File: src/rtl/hyb_adc_pkg.sv
package hyb_adc_pkg;
  typedef enum logic [1:0] {PH_IDLE, PH_RST, PH_INC, PH_CYC} phase_e;

  localparam logic [1:0] DEC_LO  = 2'b00;
  localparam logic [1:0] DEC_MID = 2'b01;
  localparam logic [1:0] DEC_HI  = 2'b10;

  function automatic logic signed [1:0] dec_digit(input logic [1:0] d);
    case (d)
      DEC_LO:  dec_digit = -2'sd1;
      DEC_HI:  dec_digit = 2'sd1;
      default: dec_digit = 2'sd0;
    endcase
  endfunction
endpackage

File: src/rtl/hyb_adc_seq.sv
module hyb_adc_seq
  import hyb_adc_pkg::*;
#(
  parameter int RST_CYC = 2,
  parameter int INC_CYC = 256,
  parameter int CYC_CYC = 7,
  parameter int CNT_W   = 9
) (
  input  logic   clk_i,
  input  logic   rst_ni,
  input  logic   start_i,
  output phase_e phase_o,
  output logic   first_cyc_o,
  output logic   accept_o,
  output logic   last_o
);
  phase_e            ph_q;
  logic [CNT_W-1:0]  cnt_q;

  assign accept_o    = (ph_q == PH_IDLE) && start_i;
  assign last_o      = (ph_q == PH_CYC) && (cnt_q == CNT_W'(CYC_CYC - 1));
  assign first_cyc_o = (ph_q == PH_CYC) && (cnt_q == '0);
  assign phase_o     = ph_q;

  always_ff @(posedge clk_i or negedge rst_ni) begin
    if (!rst_ni) begin
      ph_q  <= PH_IDLE;
      cnt_q <= '0;
    end else begin
      case (ph_q)
        PH_IDLE: if (start_i) begin
          ph_q  <= PH_RST;
          cnt_q <= '0;
        end
        PH_RST: if (cnt_q == CNT_W'(RST_CYC - 1)) begin
          ph_q  <= PH_INC;
          cnt_q <= '0;
        end else cnt_q <= cnt_q + 1'b1;
        PH_INC: if (cnt_q == CNT_W'(INC_CYC - 1)) begin
          ph_q  <= PH_CYC;
          cnt_q <= '0;
        end else cnt_q <= cnt_q + 1'b1;
        PH_CYC: if (last_o) begin
          ph_q  <= PH_IDLE;
          cnt_q <= '0;
        end else cnt_q <= cnt_q + 1'b1;
        default: ph_q <= PH_IDLE;
      endcase
    end
  end
endmodule

File: src/rtl/hyb_adc_inc_filt.sv
module hyb_adc_inc_filt
  import hyb_adc_pkg::*;
#(
  parameter int F_W = 10
) (
  input  logic           clk_i,
  input  logic           rst_ni,
  input  logic           clr_i,
  input  logic           en_i,
  input  logic [1:0]     dec_i,
  output logic [F_W-1:0] filt_o
);
  logic [F_W-1:0] acc_q;

  // high decisions weigh 2, middle weigh 1: twice the half-weighted count
  always_ff @(posedge clk_i or negedge rst_ni) begin
    if (!rst_ni)       acc_q <= '0;
    else if (clr_i)    acc_q <= '0;
    else if (en_i) begin
      if (dec_i == DEC_HI)       acc_q <= acc_q + F_W'(2);
      else if (dec_i == DEC_MID) acc_q <= acc_q + F_W'(1);
    end
  end

  assign filt_o = acc_q;
endmodule

File: src/rtl/hyb_adc_rsd_merge.sv
module hyb_adc_rsd_merge
  import hyb_adc_pkg::*;
#(
  parameter int M_CYC  = 7,
  parameter int F_W    = 10,
  parameter int CODE_W = 14
) (
  input  logic              clk_i,
  input  logic              rst_ni,
  input  logic              clr_i,
  input  logic              en_i,
  input  logic [1:0]        dec_i,
  input  logic [F_W-1:0]    filt_i,
  output logic [CODE_W-1:0] code_o
);
  localparam int S_W   = M_CYC + 1;
  localparam int RAW_W = CODE_W + 3;
  localparam logic signed [RAW_W-1:0] CODE_MAX = RAW_W'((1 << CODE_W) - 1);

  logic signed [S_W-1:0]   s_q, s_nxt;
  logic signed [RAW_W-1:0] inc_term, cyc_term, raw;

  assign s_nxt = (s_q <<< 1) + S_W'(dec_digit(dec_i));

  always_ff @(posedge clk_i or negedge rst_ni) begin
    if (!rst_ni)    s_q <= '0;
    else if (clr_i) s_q <= '0;
    else if (en_i)  s_q <= s_nxt;
  end

  // value including the digit presented this cycle
  always_comb begin
    inc_term = $signed(RAW_W'(filt_i)) <<< (M_CYC - 2);
    cyc_term = RAW_W'(s_nxt);
    raw      = inc_term + cyc_term;
    if (raw < 0)             code_o = '0;
    else if (raw > CODE_MAX) code_o = CODE_MAX[CODE_W-1:0];
    else                     code_o = raw[CODE_W-1:0];
  end
endmodule

File: src/rtl/hyb_adc_p2s.sv
module hyb_adc_p2s #(
  parameter int CODE_W = 14
) (
  input  logic              clk_i,
  input  logic              rst_ni,
  input  logic              load_i,
  input  logic [CODE_W-1:0] word_i,
  output logic              ser_o,
  output logic              valid_o
);
  localparam int C_W = $clog2(CODE_W + 1);

  logic [CODE_W-1:0] sh_q;
  logic [C_W-1:0]    left_q;

  always_ff @(posedge clk_i or negedge rst_ni) begin
    if (!rst_ni) begin
      sh_q   <= '0;
      left_q <= '0;
    end else if (load_i) begin
      sh_q   <= word_i;
      left_q <= C_W'(CODE_W);
    end else if (left_q != '0) begin
      sh_q   <= sh_q << 1;
      left_q <= left_q - 1'b1;
    end
  end

  assign ser_o   = (left_q != '0) & sh_q[CODE_W-1];
  assign valid_o = (left_q != '0);
endmodule

File: src/rtl/hybrid_adc_backend.sv
module hybrid_adc_backend
  import hyb_adc_pkg::*;
#(
  parameter int N_INC   = 8,
  parameter int M_CYC   = 7,
  parameter int RST_CYC = 2,
  parameter int CODE_W  = N_INC + M_CYC - 1
) (
  input  logic              clk_i,
  input  logic              rst_ni,
  input  logic              start_i,
  input  logic [1:0]        dec_i,
  output logic              rst_phase_o,
  output logic              cyc_mode_o,
  output logic              integ_en_o,
  output logic              busy_o,
  output logic              done_o,
  output logic [CODE_W-1:0] result_o,
  output logic              ser_o,
  output logic              ser_valid_o
);
  localparam int INC_CYC = 1 << N_INC;
  localparam int CNT_W   = N_INC + 1;
  localparam int F_W     = N_INC + 2;

  phase_e            phase;
  logic              first_cyc, accept, last;
  logic [F_W-1:0]    filt;
  logic [CODE_W-1:0] code;
  logic              done_q;
  logic [CODE_W-1:0] res_q;

  hyb_adc_seq #(
    .RST_CYC(RST_CYC), .INC_CYC(INC_CYC), .CYC_CYC(M_CYC), .CNT_W(CNT_W)
  ) u_seq (
    .clk_i, .rst_ni, .start_i,
    .phase_o(phase), .first_cyc_o(first_cyc), .accept_o(accept), .last_o(last)
  );

  hyb_adc_inc_filt #(.F_W(F_W)) u_filt (
    .clk_i, .rst_ni, .clr_i(accept), .en_i(phase == PH_INC),
    .dec_i, .filt_o(filt)
  );

  hyb_adc_rsd_merge #(.M_CYC(M_CYC), .F_W(F_W), .CODE_W(CODE_W)) u_merge (
    .clk_i, .rst_ni, .clr_i(accept), .en_i(phase == PH_CYC),
    .dec_i, .filt_i(filt), .code_o(code)
  );

  hyb_adc_p2s #(.CODE_W(CODE_W)) u_p2s (
    .clk_i, .rst_ni, .load_i(last), .word_i(code),
    .ser_o, .valid_o(ser_valid_o)
  );

  always_ff @(posedge clk_i or negedge rst_ni) begin
    if (!rst_ni) begin
      done_q <= 1'b0;
      res_q  <= '0;
    end else begin
      done_q <= last;
      if (last) res_q <= code;
    end
  end

  assign rst_phase_o = (phase == PH_RST);
  assign cyc_mode_o  = (phase == PH_CYC);
  assign busy_o      = (phase != PH_IDLE);
  assign integ_en_o  = (phase == PH_INC) || ((phase == PH_CYC) && !first_cyc);
  assign done_o      = done_q;
  assign result_o    = res_q;
endmodule

File: config.mk
export PLATFORM = sky130hd
export DESIGN_NAME = hybrid_adc_backend
export DESIGN_NICKNAME = d
export VERILOG_FILES = /design/src/rtl/hyb_adc_pkg.sv /design/src/rtl/hyb_adc_seq.sv /design/src/rtl/hyb_adc_inc_filt.sv /design/src/rtl/hyb_adc_rsd_merge.sv /design/src/rtl/hyb_adc_p2s.sv /design/src/rtl/hybrid_adc_backend.sv
export SDC_FILE = /design/constraint.sdc
export NUM_CORES = 1
export LEC_CHECK = 0
export ABC_CLOCK_PERIOD_IN_PS = 3900
export BUFFER_PORTS_ARGS = -buffer_cell sky130_fd_sc_hd__buf_2
export CAP_MARGIN = 20
export CORE_UTILIZATION = 55
export CTS_CLUSTER_DIAMETER = 80
export DETAILED_ROUTE_END_ITERATION = 6
export PLACE_DENSITY = 0.79
export REMOVE_ABC_BUFFERS = 1
export SYNTH_ARGS = -nofsm -noshare
export SYNTH_HDL_FRONTEND = slang
export SYNTH_SLANG_ARGS = --single-unit
File: constraint.sdc
create_clock -name clk_i -period 3.9 [get_ports clk_i]
set_input_delay 0.585 -clock clk_i [delete_from_list [all_inputs] [get_ports clk_i]]
set_output_delay 0.585 -clock clk_i [all_outputs]
set_load 0.01 [all_outputs]
==> qor.txt, run 1 <==
Final #Nets: 533
PD cells: 732.0 nW/µm²
XOR/XNOR Fraction of Synth Area: 6.170%
largest family of logic cells by synthesized area: compound AO/OA/AOI/OAI gates
final WL: 10280 µm
Crit-path slowest cell: or3b_4
commonest non-fill, non-tap cell in the layout: dfrtp_1
Req. time, crit path: 4.11 ns
largest net degree at the start of global routing: 37
GRT Residual Overflow: 0
failing checks: negative setup slack
worst setup path class: in -> reg
row cnt: 31
hold slack: 0.3082 ns
leakage: 2.364 nW
worst setup margin: -0.1689 ns
CORE AREA: 7253 µm²
final core utilization: 71.05%
Hold Violations, Final: 0
initial antenna violation count: 0
area fraction in compound gates after synthesis: 19.09%
share of post-route cells with drive strength above 1: 31.86%
Avg Inst Size Synth: 9.872 µm²
clock latency at the later pin of the worst-skew pair: 0.35 ns
wire length per cell: 17.18 µm
Worst Setup Start Kind: input port
slew margin rel.: 49.74%
worst slew pin tran: 0.7540 ns
CTS Buf Count: 9
synthesized cell area: 4116 µm²
Tightest Hold Check Type: in -> async
proportion of synthesized area in mux cells: 4.650%
global-route wire length before repair: 16750 µm
Post-Syn Instances: 417
critical path buffer and inverter count: 3
Worst path max stage delay: 0.40 ns
via count: 3470
R2R Path Start: u_merge.s_q[1]
Most Frequent Cell on Critical Path: ha_4
Setup crit end kind: flip-flop
Layout area overhead: 25.20%
die width: 88.51 µm
crit share post-route: 104.3%
CTS clk-pin slew, worst paths: 0.08 ns
setup tns final: -2.513 ns
MaxCap Viol Count: 0
Initial DRC Count: 227
fraction of registers with async set/reset: 100.0%
CTS tree: yes
routability congestion estimate: 0.8690
FF-to-FF setup slack: -0.08 ns
H-Tree Depth: 3
Crit path depth: 18
Post-DRT Antenna Nets: 0
Critical Path Source: dec_i[1]
status: finished, violations left
port bufs: 25
pre-CTS WS: -0.6659 ns
CP Data Arrival Time: 4.27 ns
Post-synth EDFFs: 0
Fillers: 493
Peak Freq: 0.2458 GHz
CP Capture Point: u_p2s.sh_q[12]
clock root buffer: clkbuf_8
drc violations: 0
Die Area: 7834 µm²
R2R cell count: 15
Tmin final: 4.069 ns
Simple-Gate Fraction of Synth Area: 17.93%
vias in the first global route: 3509
Adder-Cell Fraction of Synth Area: 10.21%
via density per instance: 5.803
die height: 88.51 µm
most frequent cells in the layout: dfrtp_1 (61), buf_4 (52), nand2_1 (45)
VDD IR max: 339.5 µV
first drt pass iteration count: 4
Syn. warnings: 0
antenna cell count: 0
Worst path top cell family by delay: compound AO/OA/AOI/OAI gates
Max clock buf depth: 2
Max Slew Vio Count: 0
post-synthesis register bit count: 61
clock sinks: 61
Netlist cell types: 70
register area share after synthesis: 37.08%
crit path cell chain: buf_8, inv_8, ha_4, xor2_2, ha_4, or3b_4, o21ai_4, o21ai_4, xnor2_4, buf_4, ha_4, and3_1, a221oi_2, o211ai_1, mux2_4, o32a_4, o211ai_1, o21ai_1
total track usage: 28.09%
DP HPWL: 6591 µm
ys flop type: dfrtp_1
RSZ-0062 raised after global routing: yes
worst-path fanout max: 8
# setup viols final: 28
initial core utilization: 56.75%
Worst Skew: 0.01648 ns
RR Endpoint: u_p2s.sh_q[12]
io pins: 26
-- metrics by stage --
step	power, mW	instances	area [µm²]
finish	3.773	598	5154
global route	4.007	598	5154
CTS	3.620	595	5082
detailed placement	2.878	572	4647
global placement	2.813	572	4647
floorplan	2.153	400	3995
-- synth_stat cells, types with 9 or more instances --
master,count,area [µm²]
dfrtp_1,61,1526
nand2_1,45,168.9
ha_1,32,400.4
o21ai_0,25,125.1
nor2_1,23,86.33
inv_1,20,75.07
mux2i_1,18,180.2
a21oi_1,14,70.07
xnor2_1,14,122.6
o21ai_1,12,60.06
o22ai_2,11,137.6
nand3_1,10,50.05
xor2_1,10,87.58
nand2b_1,9,56.30
nor2_4,9,101.4
-- cell families after synthesis --
family	count (synthesis)
DFF	61
muxes	19
AOI/OAI and AO/OA	106
and+or+nand+nor	134
adders and majority gates	33
buffers and inverters	38
xor gates and xnor gates	26
-- where the power goes --
group	internal, mW	switching, mW
Clock	0.278	0.266
Combinational	1.11	1.24
Sequential	0.741	0.130
-- sequential cells by signal, summed over array words and instances (netlist names) --
register and count:
u_filt.filt_o 10, u_p2s.left_q 4, u_p2s.sh_q 14, u_seq.phase_o 2, u_seq.cnt_q 9, done_o 1
result_o 14, u_merge.s_q 7
-- worst min path at each step --
| stage | to | slack (ns) | depth (start not counted) |
|---|---|---|---|
| 2_1_floorplan | done_o | 0.29 | 0 |
| 3_3_place_gp | result_o[12] | 0.45 | 2 |
| 3_5_place_dp | result_o[0] | 0.46 | 2 |
| 4_1_cts | u_p2s.sh_q[6] | 0.33 | 1 |
| 5_1_grt | u_p2s.sh_q[6] | 0.38 | 1 |
| 6_report | u_p2s.sh_q[6] | 0.31 | 1 |
-- worst reg2reg max path, cell delays in order (launching register included) --
cell	delay, ns
dfrtp_1	0.44
xor2_2	0.20
ha_4	0.18
or3b_4	0.40
o21ai_4	0.19
o21ai_4	0.13
xnor2_4	0.22
buf_4	0.18
ha_4	0.22
and3_1	0.16
a221oi_2	0.30
o211ai_1	0.14
mux2_4	0.29
o32a_4	0.38
o211ai_1	0.29
o21ai_1	0.12
-- final cells by class --
cell class                      count  area (µm²)  area share (%)
Multi-Input combinational cell    319        2591           50.28
Sequential cell                    61        1526           29.62
Timing Repair Buffer               83       633.1           12.28
Clock buffer                       12       165.2           3.205
Tap cell                           99       123.9           2.404
Inverter                           21       93.84           1.821
Clock inverter                      3       20.02          0.3884
-- per-layer routing --
layer | GRT usage, % | share of wire, % | vias to the layer above
met4 | 13.20 | 2.9 | 0
li1 | - | - | 1627
met3 | 6.623 | 5.0 | 30
met5 | 0 | 0 | -
met2 | 46.43 | 49 | 118
met1 | 34.78 | 43 | 1695
-- what timing repair did --
action	in CTS	in global routing
setup endpoints to repair	28	28
gates resized for setup	37	9
buffers inserted	7	3
hold buffers	0	0
hold endpoints to repair	0	0
pin swaps	26	16
cloned	1	0
Note: power is estimated with default switching activity, not from simulation.
==> run 2, diff against run 1 <==
--- a/config.mk
+++ b/config.mk
@@ -8,10 +8,12 @@
 export ABC_CLOCK_PERIOD_IN_PS = 3900
 export BUFFER_PORTS_ARGS = -buffer_cell sky130_fd_sc_hd__buf_2
 export CAP_MARGIN = 20
-export CORE_UTILIZATION = 55
+export CELL_PAD_IN_SITES_DETAIL_PLACEMENT = 1
+export CELL_PAD_IN_SITES_GLOBAL_PLACEMENT = 2
+export CORE_UTILIZATION = 36
 export CTS_CLUSTER_DIAMETER = 80
 export DETAILED_ROUTE_END_ITERATION = 6
-export PLACE_DENSITY = 0.79
+export PLACE_DENSITY = 0.8
 export REMOVE_ABC_BUFFERS = 1
 export SYNTH_ARGS = -nofsm -noshare
 export SYNTH_HDL_FRONTEND = slang
==> qor.txt, run 2 (synthesized netlist as in run 1, its figures left out) <==
Setup crit end kind: flip-flop (unchanged)
via count: 3411 (was 3470)
CTS tree: yes (unchanged)
Initial DRC Count: 116 (was 227)
Placed Instances: 613 (was 572)
GRT Residual Overflow: 0 (unchanged)
CORE AREA: 10980 µm² (was 7253 µm²)
wire length per cell: 16.90 µm (was 17.18 µm)
Critical Path Source: dec_i[0] (was dec_i[1])
Crit-path slowest cell: a311o_2 (was or3b_4)
PD cells: 755.5 nW/µm² (was 732.0 nW/µm²)
Layout Cells excl Fill: 646 (was 598)
Final #Nets: 539 (was 533)
Die Area: 11870 µm² (was 7834 µm²)
worst slew pin tran: 0.7615 ns (was 0.7540 ns)
CP Capture Point: u_p2s.sh_q[13] (was u_p2s.sh_q[12])
status: finished, violations left (unchanged)
die width: 108.9 µm (was 88.51 µm)
port bufs: 25 (unchanged)
via density per instance: 5.280 (was 5.803)
Worst Skew: 0.006233 ns (was 0.01648 ns)
Worst path top cell family by delay: compound AO/OA/AOI/OAI gates (unchanged)
setup tns final: -2.086 ns (was -2.513 ns)
worst setup path class: in -> reg (unchanged)
routed wire length on met2: 5271 µm (was 5031 µm)
routed wl met3: 301 µm (was 511 µm)
H-Tree Depth: 3 (unchanged)
pre-CTS WS: -0.7578 ns (was -0.6659 ns)
Max clock buf depth: 2 (unchanged)
Worst Setup Start Kind: input port (unchanged)
VDD IR max: 313.7 µV (was 339.5 µV)
drc violations: 0 (unchanged)
Crit path depth: 19 (was 18)
CTS clk-pin slew, worst paths: 0.05 ns (was 0.08 ns)
top sig layer: met4 (unchanged)
RR Endpoint: u_p2s.sh_q[13] (was u_p2s.sh_q[12])
row cnt: 38 (was 31)
DP HPWL: 7243 µm (was 6591 µm)
Layout area overhead: 30.97% (was 25.20%)
io pins: 26 (unchanged)
total track usage: 20.37% (was 28.09%)
share of post-route cells with drive strength above 1: 33.60% (was 31.86%)
slew margin rel.: 48.92% (was 49.74%)
largest net degree at the start of global routing: 35 (was 37)
clock root buffer: clkbuf_16 (was clkbuf_8)
failing checks: negative setup slack (unchanged)
final core utilization: 49.09% (was 71.05%)
worst setup margin: -0.1106 ns (was -0.1689 ns)
commonest non-fill, non-tap cell in the layout: dfrtp_1 (unchanged)
# setup viols final: 28 (unchanged)
R2R Path Start: u_merge.s_q[1] (unchanged)
Tightest Hold Check Type: in -> async (unchanged)
CTS Buf Count: 9 (unchanged)
Hold Violations, Final: 0 (unchanged)
Post-DRT Antenna Nets: 0 (unchanged)
critical path buffer and inverter count: 4 (was 3)
FF-to-FF setup slack: 0 ns (was -0.08 ns)
Tmin final: 4.011 ns (was 4.069 ns)
most frequent cells in the layout: dfrtp_1 (61), buf_4 (56), nand2_1 (45) (was dfrtp_1 (61), buf_4 (52), nand2_1 (45))
first drt pass iteration count: 4 (unchanged)
RSZ-0062 raised after global routing: yes (unchanged)
global-route wire length before repair: 18410 µm (was 16750 µm)
leakage: 2.449 nW (was 2.364 nW)
Peak Freq: 0.2493 GHz (was 0.2458 GHz)
Fillers: 1216 (was 493)
MaxCap Viol Count: 0 (unchanged)
routability congestion estimate: 0.8178 (was 0.8690)
worst-path fanout max: 24 (was 8)
crit path cell chain: buf_6, inv_4, ha_4, or3b_4, o21ai_2, a22o_1, a31oi_1, o21a_1, xnor2_2, buf_4, ha_1, a211oi_4, o21ai_1, a311o_2, a21oi_2, xor2_2, nand2_2, buf_12, o22ai_2 (was buf_8, inv_8, ha_4, xor2_2, ha_4, or3b_4, o21ai_4, o21ai_4, xnor2_4, buf_4, ha_4, and3_1, a221oi_2, o211ai_1, mux2_4, o32a_4, o211ai_1, o21ai_1)
Req. time, crit path: 4.13 ns (was 4.11 ns)
crit share post-route: 102.8% (was 104.3%)
final WL: 10920 µm (was 10280 µm)
CP Data Arrival Time: 4.24 ns (was 4.27 ns)
vias in the first global route: 3731 (was 3509)
R2R cell count: 16 (was 15)
Worst path max stage delay: 0.41 ns (was 0.40 ns)
die height: 108.9 µm (was 88.51 µm)
initial antenna violation count: 0 (unchanged)
DRT met1 WL: 5096 µm (was 4432 µm)
clock latency at the later pin of the worst-skew pair: 0.34 ns (was 0.35 ns)
Pwr Total: 4.073 mW (was 3.773 mW)
Max Slew Vio Count: 0 (unchanged)
antenna cell count: 0 (unchanged)
initial core utilization: 37.48% (was 56.75%)
clock sinks: 61 (unchanged)
==> run 2: cell count changes in the layout (fill, tap and decap cells not counted), sizes merged <==
cell and delta:
buf +5, bufinv +1, clkbuf -3, clkinv +4, clkinvlp -1, o32a +1
==> run 2: per-stage QoR <==
step | hold slack (ns) | instance area [µm²]
3_5_place_dp | 0.4720 | 4686
6_report | 0.2736 | 5391
3_3_place_gp | 0.4657 | 4686
4_1_cts | 0.2860 | 5330
5_1_grt | 0.3140 | 5391
2_1_floorplan | 0.2894 | 3995
==> run 2: area by class of cell <==
cell class,count,area [µm²],share of cell area (%)
timing repair buffer,88,658.1,12.21
multi-input combinational,320,2656,49.27
sequential,61,1526,28.31
tap,140,175.2,3.249
clock inverter,7,66.31,1.230
clock buffer,9,225.2,4.177
inverter,21,83.83,1.555
==> run 2: power by group <==
part	internal (mW)	switching (mW)
registers	0.742	0.120
clock network	0.491	0.305
logic	1.14	1.27
total	2.38	1.70
==> run 2: how the worst min path moves through the flow <==
| stage | from | to | cells after the start |
|---|---|---|---|
| after global placement | result_o[6] | result_o[6] | 2 |
| final | rst_ni | u_p2s.left_q[1] | 1 |
| after detailed placement | result_o[2] | result_o[2] | 2 |
| after global routing | rst_ni | u_p2s.sh_q[3] | 1 |
| after CTS | rst_ni | u_p2s.sh_q[3] | 1 |
| after floorplan | rst_ni | done_o | 0 |
==> run 2: per-layer routing <==
metal / vias up / GRT usage [%]
met1: 1683 / 24.82
li1: 1649 / -
met3: 21 / 3.467
met2: 58 / 34.32
met5: - / 0
met4: 0 / 10.62
==> run 2: what timing repair did <==
action,in CTS,in global routing
buffers inserted,11,4
endpoints found under the setup margin,28,28
gates cloned,2,0
pin swaps,33,18
resized for setup,48,6
hold buffers,0,0
